## config.mk

```make
export PLATFORM = sky130hd
export DESIGN_NAME = pad_func_mux
export DESIGN_NICKNAME = d
export VERILOG_FILES = /design/src/rtl/pfmux_pkg.sv /design/src/rtl/pfmux_cfg_bank.sv /design/src/rtl/pfmux_pad_lane.sv /design/src/rtl/pad_func_mux.sv
export SDC_FILE = /design/constraint.sdc
export NUM_CORES = 1
export LEC_CHECK = 0
export BUFFER_PORTS_ARGS = -buffer_cell sky130_fd_sc_hd__buf_4
export CAP_MARGIN = 20
export CORE_MARGIN = 1.5
export CORE_UTILIZATION = 51
export DETAILED_ROUTE_END_ITERATION = 12
export PLACE_DENSITY = 0.8
export SLEW_MARGIN = 20
export SYNTH_ARGS = -nofsm -noshare
export SYNTH_HDL_FRONTEND = slang
export SYNTH_HIERARCHICAL = 1
export SYNTH_SLANG_ARGS = --single-unit
```

## constraint.sdc

```tcl
create_clock -name clk -period 5.1 [get_ports clk]
set_clock_uncertainty 0.05 [all_clocks]
set_input_delay 1.02 -clock clk [delete_from_list [all_inputs] [get_ports clk]]
set_output_delay 1.02 -clock clk [all_outputs]
set_load 0.01 [all_outputs]
```

## src/rtl/pfmux_pkg.sv

```systemverilog
package pfmux_pkg;

  localparam int WORD_W     = 32;
  localparam int BANK_SIZE  = 16;
  localparam int GPIO_SPLIT = 12;
  localparam int FN_SLOTS   = 5;

  // bit positions inside a configuration word
  localparam int B_OE     = 0;
  localparam int B_OE_SLP = 1;
  localparam int B_PD_SLP = 2;
  localparam int B_PU_SLP = 3;
  localparam int B_FS0    = 4;
  localparam int B_FS1    = 5;
  localparam int B_PD     = 6;
  localparam int B_PU     = 7;
  localparam int B_FS2    = 12;

  localparam logic [WORD_W-1:0] CFG_WMASK = 32'h0000_10FF;

  typedef enum logic [2:0] {
    FN_A    = 3'd0,
    FN_B    = 3'd1,
    FN_C    = 3'd2,
    FN_D    = 3'd3,
    FN_E    = 3'd4,
    FN_NONE = 3'd7
  } fn_sel_e;

  typedef struct packed {
    logic fs2;
    logic pu;
    logic pd;
    logic fs1;
    logic fs0;
    logic pu_slp;
    logic pd_slp;
    logic oe_slp;
    logic oe;
  } pad_cfg_t;

  function automatic int gpio_of_index(input int x);
    case (x)
      0: return 12;  1: return 13;  2: return 14;  3: return 15;
      4: return 3;   5: return 1;   6: return 6;   7: return 7;
      8: return 8;   9: return 9;  10: return 10; 11: return 11;
      12: return 0; 13: return 2;  14: return 4;  default: return 5;
    endcase
  endfunction

  function automatic int index_of_gpio(input int g);
    int r;
    r = 0;
    for (int x = 0; x < BANK_SIZE; x++)
      if (gpio_of_index(x) == g) r = x;
    return r;
  endfunction

  function automatic fn_sel_e decode_fn(input pad_cfg_t c);
    case ({c.fs2, c.fs1, c.fs0})
      3'b000:  return FN_A;
      3'b001:  return FN_B;
      3'b010:  return FN_C;
      3'b011:  return FN_D;
      3'b100:  return FN_E;
      default: return FN_NONE;
    endcase
  endfunction

  function automatic logic [WORD_W-1:0] cfg_to_word(input pad_cfg_t c);
    logic [WORD_W-1:0] w;
    w           = '0;
    w[B_OE]     = c.oe;
    w[B_OE_SLP] = c.oe_slp;
    w[B_PD_SLP] = c.pd_slp;
    w[B_PU_SLP] = c.pu_slp;
    w[B_FS0]    = c.fs0;
    w[B_FS1]    = c.fs1;
    w[B_PD]     = c.pd;
    w[B_PU]     = c.pu;
    w[B_FS2]    = c.fs2;
    return w;
  endfunction

endpackage

```

## src/rtl/pfmux_cfg_bank.sv

```systemverilog
module pfmux_cfg_bank
  import pfmux_pkg::*;
#(
  parameter int NUM_REGS = 16,
  parameter int ADDR_W   = 8,
  parameter int DATA_W   = 32
) (
  input  logic                         clk,
  input  logic                         rst_n,
  input  logic                         wr_en,
  input  logic [ADDR_W-1:0]            addr,
  input  logic [DATA_W-1:0]            wdata,
  output logic [DATA_W-1:0]            rdata,
  output pad_cfg_t [NUM_REGS-1:0]      cfg_q
);

  localparam int WA    = ADDR_W - 2;
  localparam int IDX_W = $clog2(NUM_REGS);

  logic [WA-1:0]    word;
  logic             hit;
  logic [IDX_W-1:0] idx;
  pad_cfg_t         cfg_d;

  assign word = addr[ADDR_W-1:2];
  assign hit  = (addr[1:0] == 2'b00) && (word >= WA'(1)) && (word <= WA'(NUM_REGS));
  assign idx  = IDX_W'(word - WA'(1));

  wire unused_wdata = ^{wdata[DATA_W-1:B_FS2+1], wdata[B_FS2-1:B_PU+1]};

  // next-state value shared by all registers
  always_comb begin
    cfg_d        = '0;
    cfg_d.oe     = wdata[B_OE];
    cfg_d.oe_slp = wdata[B_OE_SLP];
    cfg_d.pd_slp = wdata[B_PD_SLP];
    cfg_d.pu_slp = wdata[B_PU_SLP];
    cfg_d.fs0    = wdata[B_FS0];
    cfg_d.fs1    = wdata[B_FS1];
    cfg_d.pd     = wdata[B_PD];
    cfg_d.pu     = wdata[B_PU];
    cfg_d.fs2    = wdata[B_FS2];
  end

  for (genvar i = 0; i < NUM_REGS; i++) begin : g_reg
    logic ld;
    assign ld = wr_en & hit & (idx == IDX_W'(i));
    always_ff @(posedge clk or negedge rst_n) begin
      if (!rst_n)  cfg_q[i] <= '0;
      else if (ld) cfg_q[i] <= cfg_d;
    end
  end

  always_comb begin
    rdata = '0;
    if (hit) rdata = DATA_W'(cfg_to_word(cfg_q[idx]));
  end

  // unstored bit positions never appear on the read port
  a_r2_unused_bits_zero: assert property (@(posedge clk) disable iff (!rst_n)
    (rdata & ~DATA_W'(CFG_WMASK)) == '0);

  // unaligned offsets read zero
  a_r2_unaligned_zero: assert property (@(posedge clk) disable iff (!rst_n)
    (addr[1:0] != 2'b00) |-> (rdata == '0));

  // without a write strobe the bank keeps its contents
  a_r10_idle_holds: assert property (@(posedge clk) disable iff (!rst_n)
    !wr_en |=> $stable(cfg_q));

endmodule

```

## src/rtl/pfmux_pad_lane.sv

```systemverilog
module pfmux_pad_lane
  import pfmux_pkg::*;
#(
  parameter int REG_IDX = 0,
  parameter int SLOTS   = 5
) (
  input  logic             clk,
  input  logic             rst_n,
  input  pad_cfg_t         cfg,
  input  logic             sleep,
  input  logic             gpio_out,
  input  logic             gpio_dir,
  input  logic [SLOTS-1:0] fn_out,
  input  logic [SLOTS-1:0] fn_oe,
  output logic             pad_out,
  output logic             pad_oe,
  output logic             pad_pu,
  output logic             pad_pd
);

  localparam fn_sel_e GPIO_FN = (REG_IDX < GPIO_SPLIT) ? FN_D : FN_A;

  fn_sel_e    sel;
  logic [2:0] sel_idx;
  logic       oe_flag;

  assign sel     = decode_fn(cfg);
  assign sel_idx = sel;

  // flag set chosen by the sleep input
  always_comb begin
    if (sleep) begin
      oe_flag = cfg.oe_slp;
      pad_pu  = cfg.pu_slp;
      pad_pd  = cfg.pd_slp;
    end else begin
      oe_flag = cfg.oe;
      pad_pu  = cfg.pu;
      pad_pd  = cfg.pd;
    end
  end

  always_comb begin
    pad_out = 1'b0;
    pad_oe  = 1'b0;
    if (sel == GPIO_FN) begin
      pad_out = gpio_out;
      pad_oe  = oe_flag & gpio_dir;
    end else if (sel != FN_NONE) begin
      pad_out = fn_out[sel_idx];
      pad_oe  = oe_flag & fn_oe[sel_idx];
    end
  end

  // an illegal function field leaves the pad undriven
  a_r9_illegal_undriven: assert property (@(posedge clk) disable iff (!rst_n)
    (cfg.fs2 && (cfg.fs0 || cfg.fs1)) |-> (!pad_oe && !pad_out));

  // a pad is never enabled without its active output-enable flag
  a_r6_oe_needs_flag: assert property (@(posedge clk) disable iff (!rst_n)
    pad_oe |-> (sleep ? cfg.oe_slp : cfg.oe));

  // general-purpose function with direction low never drives
  a_r5_dir_gates_gpio: assert property (@(posedge clk) disable iff (!rst_n)
    ((sel == GPIO_FN) && !gpio_dir) |-> !pad_oe);

  // in sleep the normal output-enable flag alone cannot enable the pad
  a_r8_sleep_ignores_normal_oe: assert property (@(posedge clk) disable iff (!rst_n)
    (sleep && !cfg.oe_slp) |-> !pad_oe);

endmodule

```

## src/rtl/pad_func_mux.sv

```systemverilog
module pad_func_mux
  import pfmux_pkg::*;
#(
  parameter int NUM_PADS = 16,
  parameter int ADDR_W   = 8,
  parameter int DATA_W   = 32,
  parameter int FN_NUM   = 5
) (
  input  logic                       clk,
  input  logic                       rst_n,
  input  logic                       cfg_wr,
  input  logic [ADDR_W-1:0]          cfg_addr,
  input  logic [DATA_W-1:0]          cfg_wdata,
  output logic [DATA_W-1:0]          cfg_rdata,
  input  logic                       sleep_mode,
  input  logic [NUM_PADS-1:0]        gpio_out,
  input  logic [NUM_PADS-1:0]        gpio_dir,
  input  logic [NUM_PADS*FN_NUM-1:0] fn_out,
  input  logic [NUM_PADS*FN_NUM-1:0] fn_oe,
  output logic [NUM_PADS-1:0]        pad_out,
  output logic [NUM_PADS-1:0]        pad_oe,
  output logic [NUM_PADS-1:0]        pad_pu,
  output logic [NUM_PADS-1:0]        pad_pd
);

  pad_cfg_t [NUM_PADS-1:0] cfg_q;

  pfmux_cfg_bank #(
    .NUM_REGS (NUM_PADS),
    .ADDR_W   (ADDR_W),
    .DATA_W   (DATA_W)
  ) u_bank (
    .clk   (clk),
    .rst_n (rst_n),
    .wr_en (cfg_wr),
    .addr  (cfg_addr),
    .wdata (cfg_wdata),
    .rdata (cfg_rdata),
    .cfg_q (cfg_q)
  );

  // one lane per pad, fed from the register that serves it
  for (genvar g = 0; g < NUM_PADS; g++) begin : g_lane
    localparam int RIDX = index_of_gpio(g);
    pfmux_pad_lane #(
      .REG_IDX (RIDX),
      .SLOTS   (FN_NUM)
    ) u_lane (
      .clk      (clk),
      .rst_n    (rst_n),
      .cfg      (cfg_q[RIDX]),
      .sleep    (sleep_mode),
      .gpio_out (gpio_out[g]),
      .gpio_dir (gpio_dir[g]),
      .fn_out   (fn_out[g*FN_NUM +: FN_NUM]),
      .fn_oe    (fn_oe[g*FN_NUM +: FN_NUM]),
      .pad_out  (pad_out[g]),
      .pad_oe   (pad_oe[g]),
      .pad_pu   (pad_pu[g]),
      .pad_pd   (pad_pd[g])
    );
  end

endmodule

```

# Yosys cells after proc, flatten, opt, wreduce, memory -nomap -nowiden

Index checks and enable logic that the tools add are counted.
W data, S select, Z words.

Output and inout bits: 96
Word-level logic and storage cells: 539
Register bits after elaboration: 144
Input bits: 236

Muxes and demuxes: 195
Reduce and logical (&&, ||, !) cells: 24
Bitwise operators: 49
Equal/unequal tests: 107
Add/subtract/negate cells: 1
Order comparisons: 19

Operators with widths:

| cell                  | count |
|---|---|
| $pmux W3 S5           | 16 |
| $mux W1               | 144 |
| $eq A3 B2 Y1 const B  | 44 |
| $bmux W1 S3           | 32 |
| $lt A3 B4 Y1 const B  | 16 |
| $logic_not A3 Y1      | 20 |
| $and A1 B1 Y1         | 49 |
| $eq A3 B1 Y1 const B  | 16 |
| $eq A3 B3 Y1 const B  | 16 |
| $ne A3 B3 Y1 const B  | 16 |
| $bmux W9 S4           | 1 |
| $eq A4 B4 Y1 const B  | 8 |
| $eq A4 B3 Y1 const B  | 4 |
| $mux W13              | 1 |
| $mux W9               | 1 |
| $eq A4 B2 Y1 const B  | 2 |
| $ge A6 B1 Y1 const B  | 1 |
| $le A6 B5 Y1 const B  | 1 |
| $lt A4 B5 Y1 const B  | 1 |
| $eq A4 B1 Y1 const B  | 1 |
| $logic_not A4 Y1      | 1 |
| $sub A4 B1 Y4 const B | 1 |
| $logic_and A1 B1 Y1   | 2 |
| $logic_not A2 Y1      | 1 |

# Logic depth before layout (Yosys ltp)

Depth after elaboration: 7
Mapped depth: 9
Gate-level depth less buffers: 6

# Cells and area by module

Netlist, hierarchy kept.

Modules (own cells, without submodules):

| module                                 | cells each | area each (sq um) | seq. area each (sq um) | instances |
|---|---|---|---|---|
| pfmux_cfg_bank                         | 445        | 6984.2            | 3603.5                 | 1 |
| pfmux_pad_lane (g_lane[10].u_lane ...) | 22         | 143.9             | 0.0                    | 12 |
| pfmux_pad_lane (g_lane[0].u_lane ...)  | 17         | 138.9             | 0.0                    | 4 |

# Worst setup path after synthesis

Ideal clock, no wire load.

Kind: input to output
Start point: input cfg_addr[2]
End point: output cfg_rdata[0]
Path slack: 0.652 ns
Data arrival time: 3.378 ns
Stages: 9
Buffers on the path: 3
Data required time: 4.030 ns
Path through: inv_2 -> buf_1 -> ha_1 -> buf_4 -> xor2_4 -> buf_4 -> mux4_2 -> mux2i_1 -> o22ai_1

Word-level cells in the longest chain between the ends: 4
Elaborated cells between the ends (all ways): 8
Those cells by class: add/sub (1); order compare (2); mux (3); reduce/logical (2)

Ends and longest elaborated chain:

| what                                                                 | RTL line                                   | RTL |
|---|---|---|
| from (decl)                                                          | pad_func_mux.sv:12                         | `input logic [ADDR_W-1:0] cfg_addr,` |
| $sub A4 B1 Y4 or $ge A6 B1 Y1 (tied branches)                        | pfmux_cfg_bank.sv:27, pfmux_cfg_bank.sv:26 |  |
| $bmux W9 S4 or $logic_and A1 B1 Y1 (tied branches)                   | pfmux_cfg_bank.sv:56, pfmux_cfg_bank.sv:26 |  |
| $mux W9 (implied by the code) or $logic_and A1 B1 Y1 (tied branches) | pfmux_cfg_bank.sv:56, pfmux_cfg_bank.sv:26 |  |
| $mux W13 (*)                                                         | pfmux_cfg_bank.sv:56                       | `if (hit) rdata = DATA_W'(cfg_to_word(cfg_q[idx]));` |
| to (decl)                                                            | pad_func_mux.sv:14                         | `output logic [DATA_W-1:0] cfg_rdata,` |

Every way passes the cells marked *; elsewhere a longest branch is shown, timed or not. The select of a mux whose other input is x is not followed.

# Worst setup path in the final report

Start point: input cfg_addr[3]
End point: output cfg_rdata[1]

Same word-level chain as after synthesis.

==> metrics.md <==
| Metric | Value |
|---|---|
| DIE AREA | `19000 µm²` |
| Clk buf depth | `2` |
| Synth Area in Simple Gates | `9.34%` |
| Slew Viols, Final | `0` |
| Die span in x | `between 100 and 150 µm` |
| Largest reg by FF count | `u_bank/cfg_q` |
| Syn Std Cell Area | `9270 µm²` |
| Antenna violations before repair | `0` |
| GP Congestion | `0.794` |
| TNS Setup | `0 ns` |
| Final hold violation count | `0` |
| Complex-gate fraction of the synthesized area | `7.83%` |
| I/O Pins | `332` |
| # fillers | `1365` |
| P&R area growth vs syn | `30.0%` |
| Mapped Cells | `slightly below 800` |
| Row count | `about 50` |
| EDFF count, synth | `0` |
| Top FF cell, synth | `dfrtp_1` |
| Antenna Violating Nets Remaining | `0` |
| Leak | `approximately 5.8 nW` |
| Die Y | `138 µm` |
| Worst setup EP type | `output pin` |
| Crit-path cells | `buf_4, inv_1, ha_1, nor3b_1, mux2i_1, nand3_1, o22ai_1, buf_4` |
| Unique masters post-synth | `48` |
| Slew HR | `28.4%` |
| WL/cell | `19.6 µm` |
| Num Clock Sinks | `144` |
| GRT Util Overall | `26.7%` |
| Ys Warns | `6` |
| Number of global-route vias before repair | `slightly above 7000` |
| Crit path launch type | `input port` |
| Post-CTS setup buffer count | `0` |
| Final Critical Period | `4.42 ns` |
| Pin count of the biggest net entering global routing | `between 100 and 150` |
| Depth of the CTS H-tree | `4` |
| Pwr Density | `273 nW/µm²` |
| Post_cts resized | `0` |
| Post-Route WL | `25000 µm` |
| Clk_lat worst skew | `0.41 ns` |
| Antenna cells | `0` |
| Max-cap violations | `0` |
| RSZ-0062 raised after global routing | `no` |
| Initial core utilization | `51.8%` |
| Hold Buf Count CTS | `0` |
| CTS Buf Count | `17` |
| Number of flip-flops in the largest register | `144` |
| Synth area leaders | `dfrtp_1 (39%), mux2_2 (21%), mux4_2 (8.7%)` |
| Kind of critical path | `in -> out` |
| CTS tree | `yes` |
| Hold WS | `0.470 ns` |
| Clock root cell | `clkbuf_16` |
| Drt first pass iters | `4` |
| Final core utilization | `67.3%` |
| Status | `finished, final reports clean` |
| Async SR Flop Fraction | `100%` |
| CTS clk-pin slew, worst paths | `about 0.060 ns` |
| Vias | `7309` |
| Core box area | `17900 µm²` |
| Worst Path Required | `4.03 ns` |
| Drt first-iter violations | `454` |
| DP HPWL | `18300 µm` |
| Detailed-route DRC error count | `0` |
| Worst-Margin Slew | `1.06 ns` |
| Cell with the most instances after synthesis | `mux2_2` |
| Largest family of logic cells by synthesized area | `multiplexers` |
| Crit path DAT | `around 3.4 ns` |
| GR Overflow Total | `0` |
| XOR/XNOR Fraction of Synth Area | `0.392%` |
| Layout net count | `between 1000 and 1500` |
| Class of the worst hold path | `reg -> reg` |
| Critical path's slowest cell | `mux2i_1` |
| Layout cells sized above 1 | `between 50% and 60%` |
| Post-Syn Area per Cell | `11.9 µm²` |
| Max Freq | `226 MHz` |
| Register bit total from synthesis | `about 140` |
| Adder-Cell Fraction of Synth Area | `less than 1%` |
| Mux cell area share after synthesis | `38.4%` |
| Post-place setup slack | `between 0.7 and 0.8 ns` |
| Largest area contributor in the netlist | `dfrtp_1` |
| Synth top cells by count | `mux2_2 (170), dfrtp_1 (144), mux2i_1 (75)` |
| Final period utilization | `approximately 87%` |
| Crit path largest cell delay | `0.42 ns` |
| Max VDD drop | `230 µV` |
| Final worst slack | `0.679 ns` |
| Largest registers | `u_bank/cfg_q: 144 flops` |
| Crit path top cell by count | `buf_4` |
| First-pass GRT wire length | `between 30000 and 40000 µm` |
| Vias per cell | `5.71` |
| Critical Path Fanout Max | `9` |
| Final setup violation count | `0` |
| Share of the synthesized area in the top cell type | `between 30% and 40%` |
| I/O Buffers | `265` |
| Sequential share of the synthesized area | `38.9%` |
==> cell families after synthesis <==
group           count (synthesis)
xor+xnor                        2
mux                           288
fa+ha+maj                       4
compound gates                103
flops                         144
simple gates                  157
other cells                     1
buf+inv                        78
==> critical path: cells and delay by family <==
kind / cells / cell delay, ns
adder cells (fa/ha/maj): 1 / 0.36
buffers and inverters: 3 / 0.38
AO/OA/AOI/OAI: 1 / 0.39
multiplexers: 1 / 0.42
AND/OR/NAND/NOR: 2 / 0.76
==> cell usage in the layout, fill, tap and decap left out, types with 13 or more instances in the layout <==
cell type    n
nand2b_1    13
inv_1       25
mux2_2     170
nor4b_1     13
conb_1      23
a21oi_1     36
nor2_1      67
nand2_1     24
dfrtp_1    144
mux4_2      36
buf_4      268
clkbuf_16   17
mux2i_1     75
==> power by group <==
part	internal, mW	switching [mW]	leakage, nW
Sequential	1.21	0.0786	1.99
Combinational	0.334	0.264	3.48
Clock	0.928	0.477	0.315
==> per-stage QoR <==
step | instances | cell area [µm²] | total power, mW
floorplan | 799 | 9350 | 1.62
global placement | 1247 | 11400 | 1.88
detailed placement | 1247 | 11400 | 1.90
CTS | 1279 | 12000 | 3.31
global route | 1279 | 12000 | 3.42
finish | 1279 | 12000 | 3.29
==> final cells by class <==
class	instances	area, µm²	area share, %
clock buffer	18	439	3.65
clock inverter	14	236	1.96
inverter	26	97.6	0.810
multi-input combinational	577	5320	44.2
sequential	144	3600	29.9
tap	229	287	2.38
timing repair buffer	271	2060	17.1
==> routing by layer <==
layer  share of wire [%]  vias up  GRT usage, %
met1                  39     3621          33.0
li1                    -     3423             -
met5                   0        -             0
met2                  52      249          47.9
met4                0.75        0          5.79
met3                 7.5       16          6.03
==> path summary, 6_finish.rpt <==
path | start | end | depth (start not counted) | slack, ns
worst max register to register | u_bank/cfg_q[113] | u_bank/cfg_q[113] | 1 | 4.11
worst max-delay path | cfg_addr[3] | cfg_rdata[1] | 8 | 0.68
max in group asynchronous | rst_n | u_bank/cfg_q[90] | 2 | 3.25
min in group asynchronous | rst_n | u_bank/cfg_q[39] | 1 | 0.62
worst min-delay path | u_bank/cfg_q[60] | u_bank/cfg_q[60] | 1 | 0.47
worst min register to register | u_bank/cfg_q[60] | u_bank/cfg_q[60] | 1 | 0.47
Power figures use the tool's default switching activity.
